File: src/rtl/gpio_pkg.sv
package gpio_pkg;

    // Word index (byte address bits 4:2). The order is the software-visible map.
    typedef enum logic [2:0] {
        REG_DOUT    = 3'd0,
        REG_DOE     = 3'd1,
        REG_DIN     = 3'd2,
        REG_STAT    = 3'd3,
        REG_TYPE_LO = 3'd4,
        REG_IEN     = 3'd5,
        REG_TYPE_HI = 3'd6,
        REG_MUX     = 3'd7
    } reg_idx_e;

    localparam int PINS_PER_TYPE = 8;
    localparam int TYPE_FIELD_W  = 4;

endpackage

File: src/rtl/gpio_in_sync.sv
module gpio_in_sync #(
    parameter int WIDTH = 12
) (
    input  logic             clk,
    input  logic             rst_n,
    input  logic [WIDTH-1:0] pad_i,
    output logic [WIDTH-1:0] lvl_o
);

    typedef struct packed {
        logic [WIDTH-1:0] meta;
        logic [WIDTH-1:0] stable;
    } sync_t;

    sync_t s_d, s_q;

    always_comb begin
        s_d        = s_q;
        s_d.meta   = pad_i;
        s_d.stable = s_q.meta;
    end

    always_ff @(posedge clk or negedge rst_n) begin
        if (!rst_n) s_q <= '0;
        else        s_q <= s_d;
    end

    assign lvl_o = s_q.stable;

    // Warm-up counter so the latency check never looks before reset release.
    logic [1:0] warm_d, warm_q;
    always_comb warm_d = (warm_q == 2'd2) ? warm_q : warm_q + 2'd1;
    always_ff @(posedge clk or negedge rst_n) begin
        if (!rst_n) warm_q <= '0;
        else        warm_q <= warm_d;
    end

    // the level seen inside lags the pad by exactly two edges
    p_sync_latency_r3: assert property (@(posedge clk) disable iff (!rst_n)
        (warm_q == 2'd2) |-> (lvl_o == $past(pad_i, 2)));

endmodule

File: src/rtl/gpio_irq_unit.sv
module gpio_irq_unit #(
    parameter int NUM_PINS = 12
) (
    input  logic                clk,
    input  logic                rst_n,
    input  logic [NUM_PINS-1:0] lvl_i,
    input  logic [NUM_PINS-1:0] act_low_i,
    input  logic [NUM_PINS-1:0] ien_i,
    input  logic [NUM_PINS-1:0] clr_i,
    output logic [NUM_PINS-1:0] status_o,
    output logic                irq_o
);

    typedef struct packed {
        logic [NUM_PINS-1:0] status;
    } irq_state_t;

    irq_state_t st_d, st_q;
    logic [NUM_PINS-1:0] active;

    for (genvar p = 0; p < NUM_PINS; p++) begin : g_pol
        assign active[p] = act_low_i[p] ? ~lvl_i[p] : lvl_i[p];
    end

    always_comb begin
        st_d        = st_q;
        // a write of one wins in its own cycle; an active pin re-arms next cycle
        st_d.status = (st_q.status | active) & ~clr_i;
    end

    always_ff @(posedge clk or negedge rst_n) begin
        if (!rst_n) st_q <= '0;
        else        st_q <= st_d;
    end

    assign status_o = st_q.status;
    assign irq_o    = |(st_q.status & ien_i);

    // a bit written with one is zero the next cycle
    p_w1c_clears_r5: assert property (@(posedge clk) disable iff (!rst_n)
        (|clr_i) |=> ((status_o & $past(clr_i)) == '0));

    // without a clear, a set bit never falls
    p_sticky_r5: assert property (@(posedge clk) disable iff (!rst_n)
        1'b1 |=> (($past(status_o) & ~$past(clr_i) & ~status_o) == '0));

    // an active, uncleared pin is latched on the next edge
    p_level_sets_r6: assert property (@(posedge clk) disable iff (!rst_n)
        (|(active & ~clr_i)) |=>
            ((status_o & $past(active & ~clr_i)) == $past(active & ~clr_i)));

endmodule

File: src/rtl/gpio_regfile.sv
module gpio_regfile
    import gpio_pkg::*;
#(
    parameter int NUM_PINS = 12,
    parameter int DATA_W   = 32,
    parameter int ADDR_W   = 5
) (
    input  logic                clk,
    input  logic                rst_n,
    input  logic [ADDR_W-1:0]   bus_addr,
    input  logic                bus_we,
    input  logic [DATA_W-1:0]   bus_wdata,
    output logic [DATA_W-1:0]   bus_rdata,
    input  logic [NUM_PINS-1:0] lvl_i,
    input  logic [NUM_PINS-1:0] status_i,
    output logic [NUM_PINS-1:0] dout_o,
    output logic [NUM_PINS-1:0] doe_o,
    output logic [NUM_PINS-1:0] ien_o,
    output logic [NUM_PINS-1:0] act_low_o,
    output logic [NUM_PINS-1:0] clr_o,
    output logic [DATA_W-1:0]   mux_o
);

    localparam int IDX_LSB = 2;

    typedef struct packed {
        logic [NUM_PINS-1:0] dout;
        logic [NUM_PINS-1:0] doe;
        logic [NUM_PINS-1:0] ien;
        logic [DATA_W-1:0]   type_lo;
        logic [DATA_W-1:0]   type_hi;
        logic [DATA_W-1:0]   mux;
    } regs_t;

    regs_t    r_d, r_q;
    reg_idx_e idx;
    logic     hit;
    logic     wr;

    always_comb begin
        idx = reg_idx_e'(bus_addr[IDX_LSB +: 3]);
        hit = (bus_addr[IDX_LSB-1:0] == '0) && ((bus_addr >> (IDX_LSB + 3)) == '0);
        wr  = bus_we && hit;
    end

    always_comb begin
        r_d = r_q;
        if (wr) begin
            unique case (idx)
                REG_DOUT:    r_d.dout    = bus_wdata[NUM_PINS-1:0];
                REG_DOE:     r_d.doe     = bus_wdata[NUM_PINS-1:0];
                REG_IEN:     r_d.ien     = bus_wdata[NUM_PINS-1:0];
                REG_TYPE_LO: r_d.type_lo = bus_wdata;
                REG_TYPE_HI: r_d.type_hi = bus_wdata;
                REG_MUX:     r_d.mux     = bus_wdata;
                default:     r_d         = r_q;
            endcase
        end
    end

    always_ff @(posedge clk or negedge rst_n) begin
        if (!rst_n) r_q <= '0;
        else        r_q <= r_d;
    end

    always_comb begin
        bus_rdata = '0;
        if (hit) begin
            unique case (idx)
                REG_DOUT:    bus_rdata[NUM_PINS-1:0] = r_q.dout;
                REG_DOE:     bus_rdata[NUM_PINS-1:0] = r_q.doe;
                REG_DIN:     bus_rdata[NUM_PINS-1:0] = lvl_i;
                REG_STAT:    bus_rdata[NUM_PINS-1:0] = status_i;
                REG_TYPE_LO: bus_rdata               = r_q.type_lo;
                REG_IEN:     bus_rdata[NUM_PINS-1:0] = r_q.ien;
                REG_TYPE_HI: bus_rdata               = r_q.type_hi;
                REG_MUX:     bus_rdata               = r_q.mux;
                default:     bus_rdata               = '0;
            endcase
        end
    end

    // polarity bit of pin p: bit 4*(p mod 8) of the low or high type word
    for (genvar p = 0; p < NUM_PINS; p++) begin : g_type
        if (p < PINS_PER_TYPE) begin : g_lo
            assign act_low_o[p] = r_q.type_lo[TYPE_FIELD_W*p];
        end else begin : g_hi
            assign act_low_o[p] = r_q.type_hi[TYPE_FIELD_W*(p-PINS_PER_TYPE)];
        end
    end

    assign clr_o  = (wr && idx == REG_STAT) ? bus_wdata[NUM_PINS-1:0] : '0;
    assign dout_o = r_q.dout;
    assign doe_o  = r_q.doe;
    assign ien_o  = r_q.ien;
    assign mux_o  = r_q.mux;

    // mux word only moves on a write to its own address
    p_mux_hold_r8: assert property (@(posedge clk) disable iff (!rst_n)
        !(wr && idx == REG_MUX) |=> (mux_o == $past(mux_o)));

    // output enables only change through a write to their word
    p_doe_hold_r2: assert property (@(posedge clk) disable iff (!rst_n)
        !(wr && idx == REG_DOE) |=> (doe_o == $past(doe_o)));

endmodule

File: src/rtl/gpio12_ctrl.sv
module gpio12_ctrl #(
    parameter int NUM_PINS = 12,
    parameter int DATA_W   = 32,
    parameter int ADDR_W   = 5
) (
    input  logic                clk,
    input  logic                rst_n,
    input  logic [ADDR_W-1:0]   bus_addr,
    input  logic                bus_we,
    input  logic [DATA_W-1:0]   bus_wdata,
    output logic [DATA_W-1:0]   bus_rdata,
    input  logic [NUM_PINS-1:0] pad_in,
    output logic [NUM_PINS-1:0] pad_out,
    output logic [NUM_PINS-1:0] pad_oe,
    output logic [DATA_W-1:0]   mux_ctl,
    output logic                irq
);

    logic [NUM_PINS-1:0] lvl;
    logic [NUM_PINS-1:0] status;
    logic [NUM_PINS-1:0] ien;
    logic [NUM_PINS-1:0] act_low;
    logic [NUM_PINS-1:0] clr;

    gpio_in_sync #(.WIDTH(NUM_PINS)) u_sync (
        .clk   (clk),
        .rst_n (rst_n),
        .pad_i (pad_in),
        .lvl_o (lvl)
    );

    gpio_regfile #(
        .NUM_PINS (NUM_PINS),
        .DATA_W   (DATA_W),
        .ADDR_W   (ADDR_W)
    ) u_regs (
        .clk       (clk),
        .rst_n     (rst_n),
        .bus_addr  (bus_addr),
        .bus_we    (bus_we),
        .bus_wdata (bus_wdata),
        .bus_rdata (bus_rdata),
        .lvl_i     (lvl),
        .status_i  (status),
        .dout_o    (pad_out),
        .doe_o     (pad_oe),
        .ien_o     (ien),
        .act_low_o (act_low),
        .clr_o     (clr),
        .mux_o     (mux_ctl)
    );

    gpio_irq_unit #(.NUM_PINS(NUM_PINS)) u_irq (
        .clk       (clk),
        .rst_n     (rst_n),
        .lvl_i     (lvl),
        .act_low_i (act_low),
        .ien_i     (ien),
        .clr_i     (clr),
        .status_o  (status),
        .irq_o     (irq)
    );

    // with every pin masked the line stays quiet
    p_masked_quiet_r7: assert property (@(posedge clk) disable iff (!rst_n)
        (ien == '0) |-> !irq);

    // the line is never raised without a latched status bit
    p_irq_needs_status_r7: assert property (@(posedge clk) disable iff (!rst_n)
        irq |-> (status != '0));

endmodule

File: config.mk
export PLATFORM = sky130hd
export DESIGN_NAME = gpio12_ctrl
export DESIGN_NICKNAME = d
export VERILOG_FILES = /design/src/rtl/gpio_pkg.sv /design/src/rtl/gpio_in_sync.sv /design/src/rtl/gpio_irq_unit.sv /design/src/rtl/gpio_regfile.sv /design/src/rtl/gpio12_ctrl.sv
export SDC_FILE = /design/constraint.sdc
export NUM_CORES = 1
export LEC_CHECK = 0
export BUFFER_PORTS_ARGS = -buffer_cell sky130_fd_sc_hd__buf_2
export CAP_MARGIN = 30
export CORE_ASPECT_RATIO = 1.1
export CORE_MARGIN = 8
export CORE_UTILIZATION = 30
export CTS_CLUSTER_DIAMETER = 40
export DETAILED_ROUTE_END_ITERATION = 6
export PLACE_DENSITY = 0.55
export SYNTH_ARGS = -nofsm -noshare
export SYNTH_HDL_FRONTEND = slang
export SYNTH_SLANG_ARGS = --single-unit
File: constraint.sdc
create_clock -name clk -period 3.6 [get_ports clk]
set_clock_uncertainty 0.15 [all_clocks]
set_input_delay 0.54 -clock clk [delete_from_list [all_inputs] [get_ports clk]]
set_output_delay 0.54 -clock clk [all_outputs]
set_load 0.1 [all_outputs]
* Word-level counts from Yosys, hierarchy flattened
Cells that the tools add are included.
Storage, ports and cells: word-level logic and storage cells 59, register bits after elaboration 168, bits of input ports 52, output and inout port bits 89
Cells by class: reduce and logical (&&, ||, !) cells 11, equal/unequal tests 7, mux-type cells 16, bitwise gates (word level) 16
Operator list (count):
- case mux 12 bit (8 select lines) | 1
- case mux 20 bit (3 select lines) | 1
- two-way mux 32 bit | 1
- bitwise AND 12 bit | 2
- equality test 3 bit, second input constant | 4
- two-way mux 1 bit | 12
- two-way mux 12 bit | 1
- inverter 1 bit | 12
- inverter 12 bit | 1
- bitwise OR 12 bit | 1
- AND reduction 2 bit | 6
- OR reduction 12 bit | 1
- equality test 3 x 2 -> 1 bit, second input constant | 2
- equality test 3 x 1 -> 1 bit, second input constant | 1
- logical NOT 3 bit | 1
- logical AND 1 bit | 2
- logical NOT 2 bit | 1

* Longest topological paths before layout
depth in word-level cells 6, depth in mapped cells 6, mapped depth without buffers 4

* Hierarchy
From an unflattened synthesis, not the netlist that was laid out.
Unflattened totals: cell total of the unflattened synthesis 633, area, all modules 8236.6 µm²
By module, submodules not included:
- gpio_regfile | sequential area each 3303.2 µm², area each 7064.3 µm², times used 1, cells each 554
- gpio_in_sync | sequential area each 600.6 µm², area each 600.6 µm², times used 1, cells each 24
- gpio_irq_unit | sequential area each 300.3 µm², area each 571.8 µm², times used 1, cells each 55

* Worst setup path after synthesis
OpenSTA, ideal clock, no wires.
path kind in2out, start input bus_addr[3], end output bus_rdata[10], required time 2.910 ns, setup slack 0.105 ns, buffers on the path 2, stages 6, arrival time 2.805 ns, cell sequence buf_4 > and2_4 > buf_4 > nor2b_1 > a222oi_1 > a21oi_1
On the way: longest elaborated chain between the ends 3, elaborated cells between the ends (all ways) 10, those cells by class 7 x eq/ne; 2 x mux; 1 x reduce/logical
Ends and longest elaborated chain:
- start: declaration | RTL line gpio12_ctrl.sv:8 | input logic [ADDR_W-1:0] bus_addr,
- equality test 3 bit (tied with other cells) | RTL line gpio_regfile.sv:69 | unique case (idx)
- case mux 12 bit (8 select lines) * | RTL line gpio_regfile.sv:69
- two-way mux 32 bit * | RTL line gpio_regfile.sv:68 | if (hit) begin
- end: declaration | RTL line gpio12_ctrl.sv:11 | output logic [DATA_W-1:0] bus_rdata,
Every way passes the cells marked *; elsewhere a longest branch is shown, timed or not.

* Worst setup path in the final report
start input bus_addr[3], end output bus_rdata[13]
On the way: longest elaborated chain between the ends 3, elaborated cells between the ends (all ways) 5, those cells by class 3 x eq/ne; 2 x mux
Ends and longest elaborated chain (RTL line):
- equality test 3 bit | gpio_regfile.sv:69
- case mux 20 bit (3 select lines) * | gpio_regfile.sv:69
- two-way mux 32 bit * | gpio_regfile.sv:68
Marked as above.

==> flow_summary_export.csv <==
group,metric,value,unit
floorplan,die_area,0.0319,mm²
timing,fmaxAchievable,331,MHz
clock_network,htreeDepth,4,
timing,final_min_period_over_clock_period,84.0,%
grt,use_met2,23.9,%
synth,synth_enable_flop_cells,0,
clock_network,worst_setup_hold_path_clk_slew,0.07,ns
power,pwr-share-seq,39.3,%
synth,synth-seq-cells,168,
grt,grt.busiest_layer,"met2",
power,netSwitchingFraction,39.2,%
worst_setup_path,rr_endpoint,"u_irq.status_o[4]",
clock_network,worstSkewPairLatency,0.43,ns
routing,antenna_violating_nets_post_route,0,
routing,routed_via_density,4.85,
synth,synth_area_leaders,"dfrtp_1 (53%), mux2_2 (17%), buf_4 (5.7%)",
worst_hold_path,hp-class,"in -> async",
placement,routabilityCongestion,0.765,
synth,yosys.cell_types.count,34,
grt,first_global_vias,5543,
clock_network,clock_tree_from_tritoncts,"built",
clock_network,root_buffer_cell,"clkbuf_16",
clock_network,clkSinkCount,168,
worst_setup_path,critPathLaunchType,"input pin",
worst_setup_path,r2r.worst_path.cells,3,
synth,seq_area_frac_synth,53.0,%
synth,synth_cells,624,
synth,yosys_most_used_dff,"dfrtp_1",
worst_setup_path,critPathKind,"in -> out",
power,cell_internal_pwr,3.74,mW
final_layout,diodes,0,
grt,groute.layer.met1.usage,18.1,%
clock_network,postCtsResizedCells,0,
power,power.leakage,4.38,nW
worst_setup_path,timing.critical_path.to_type,"output pin",
synth,netlist_area,0.00793,mm²
synth,synthDominantCellAreaShare,53.0,%
timing,period_minus_slack,3.02,ns
power,p_clk_share,30.9,%
grt,grt_first_pass_wirelength,34800,µm
final_layout,post_route_cells_drive_above_1_share,44.4,%
clock_network,cts_stage_hold_buffer_count,0,
floorplan,die_y,186,µm
timing,final.hold.worst_slack,0.00417,ns
worst_setup_path,worstPathRequired,2.91,ns
run_status,status,"completed",
synth,synthesis.nets,676,
clock_network,ctsLongestPathBuffers,2,
grt,globalRouteOverflowTotal,0,
power,max-vdd-ir-drop,0.000386,V
timing,timing.setup.tns,0,ns
final_layout,area.growth.synth_to_final,18.2,%
worst_setup_path,rrSetupSlack,2.54,ns
grt,globalRouteMet3Util,3.72,%
power,combPwrFrac,29.8,%
routing,dr.pass1.iters,5,
grt,antenna_found_initial,3,
grt,grtUsageTotal,14.4,%
routing,detailroute.via_count,5211,
routing,drc,0,
clock_network,postCtsSetupRepairBufs,0,
floorplan,io-pin-count,141,
floorplan,coreArea,0.0261,mm²
timing,timing_max_transition_violations_final,0,
synth,postSynthAreaPerCell,12.7,µm²
routing,detail_route.iter0.violations,391,
synth,synth_async_sr_flop_share,100,%
synth,yosys.area.top_type,"dfrtp_1",
synth,count_of_warnings_emitted_by_yosys,0,
routing,drt_wl_total,22700,µm
flow_run,drv_cap,0,
worst_setup_path,r2r_start,"u_regs.act_low_o[4]",
placement,numPortBuffers,140,
timing,hold_violations,0,
final_layout,finish.net_count,762,
power,switchingPower,2.42,mW
timing,tightest_slew,0.810,ns
worst_setup_path,worst_ep_arrival_time,2.33,ns
timing,maxSlewHeadroom,45.9,%
placement,dp_hpwl,16100,µm
worst_setup_path,critical_path.max_fanout,20,
floorplan,core.rowCount,62,
grt,largest_net_degree_at_the_start_of_global_routing,79,
floorplan,initial_core_util,30.4,%
floorplan,die_w,171,µm
power,power.density_cell_area,658,mW/mm²
timing,setup_viol_count_final,0,
timing,rsz0062_at_grt,"false",
clock_network,tritoncts.num_buffers,17,
routing,route.detailed.wl_per_inst,21.1,µm
==> flip-flops by register name (all words and copies together) (netlist names) <==
name,cells
u_regs.r_q,52
u_regs.mux_o,32
u_irq.status_o,12
u_regs.act_low_o,12
u_regs.doe_o,12
u_regs.dout_o,12
u_regs.ien_o,12
u_sync.lvl_o,12
u_sync.s_d,12
==> how the worst max path moves through the flow <==
stage,start,to,cells past startpoint
after floorplan,bus_addr[3],bus_rdata[10],6
after global placement,bus_addr[3],bus_rdata[13],8
after detailed placement,bus_addr[3],bus_rdata[13],8
after CTS,bus_addr[3],bus_rdata[13],8
after global routing,bus_addr[2],bus_rdata[11],7
final,bus_addr[3],bus_rdata[13],8
==> final cells by class <==
cell class / count / area, µm²
fillers: 2603 / 16700
flip-flops and latches: 168 / 4200
clock inverters: 13 / 159
multi-input cells: 363 / 3070
clock buffers: 19 / 453
well taps: 352 / 440
repair buffers: 160 / 1050
==> cell usage after synthesis, drive strengths merged (4+ instances only) <==
cell type,n
a32o,8
mux2i,12
o21ai,16
mux2,156
nand2b,13
xor2,12
clkbuf,10
dfrtp,168
nand2,10
a22oi,20
buf,83
nor2,42
a21oi,40
nand3,5
o22ai,8
a222oi,4
==> stage by stage <==
| stage | power [mW] | std cells | util [%] | setup slack [ns] | cell area (µm²) |
|---|---|---|---|---|---|
| detailed placement | 4.32 | 1043 | 33.6 | 0.564 | 8760 |
| CTS | 6.25 | 1075 | 36.0 | 0.537 | 9370 |
| global route | 6.43 | 1075 | 36.0 | 0.469 | 9370 |
| finish | 6.16 | 1075 | 36.0 | 0.576 | 9370 |
| floorplan | 4.05 | 624 | - | 0.105 | 7930 |
| global placement | 4.30 | 1043 | 33.6 | 0.564 | 8760 |
==> power by group through the flow <==
stage                     Sequential (mW)  Combinational [mW]  Clock, mW
after floorplan                      2.36                1.68          0
after global placement               2.45                1.85          0
after detailed placement             2.46                1.86          0
after CTS                            2.42                1.87       1.96
after global routing                 2.46                1.93       2.04
final                                2.42                1.84       1.90
==> worst max-delay path, stage by stage <==
cell      delay (ns)
buf_2           0.22
buf_4           0.27
nor2b_1         0.08
buf_4           0.17
nand3b_1        0.18
buf_4           0.25
nor2_1          0.16
buf_2           0.44
==> per-layer routing <==
layer,vias to the layer above,share of wire (%)
met3,31,5.3
met2,161,50
met1,2653,43
met5,-,0.12
li1,2360,-
met4,6,1.6
==> layout by cell type, fill, tap and decap left out, types with 5 or more instances in the layout <==
| master | count |
|---|---|
| a21oi_1 | 40 |
| a22oi_1 | 20 |
| a32o_1 | 8 |
| buf_12 | 13 |
| buf_2 | 127 |
| buf_4 | 19 |
| clkbuf_16 | 17 |
| dfrtp_1 | 168 |
| mux2_1 | 37 |
| mux2_2 | 119 |
| mux2i_1 | 12 |
| nand2_1 | 6 |
| nand2b_1 | 13 |
| nand3_1 | 5 |
| nor2_1 | 40 |
| o21ai_0 | 16 |
| o22ai_1 | 8 |
| xor2_1 | 12 |
==> cells by family (layout without fill, tap and decap cells) <==
kind of cell / Yosys count / after routing / share of synthesized area (%)
muxes: 168 / 168 / 23.7
DFF: 168 / 168 / 53.0
AOI/OAI and AO/OA: 102 / 102 / 8.24
buffers and inverters: 93 / 192 / 8.30
and+or+nand+nor: 81 / 81 / 5.43
xor gates and xnor gates: 12 / 12 / 1.33
No activity file was read; power rests on OpenSTA's default activity.
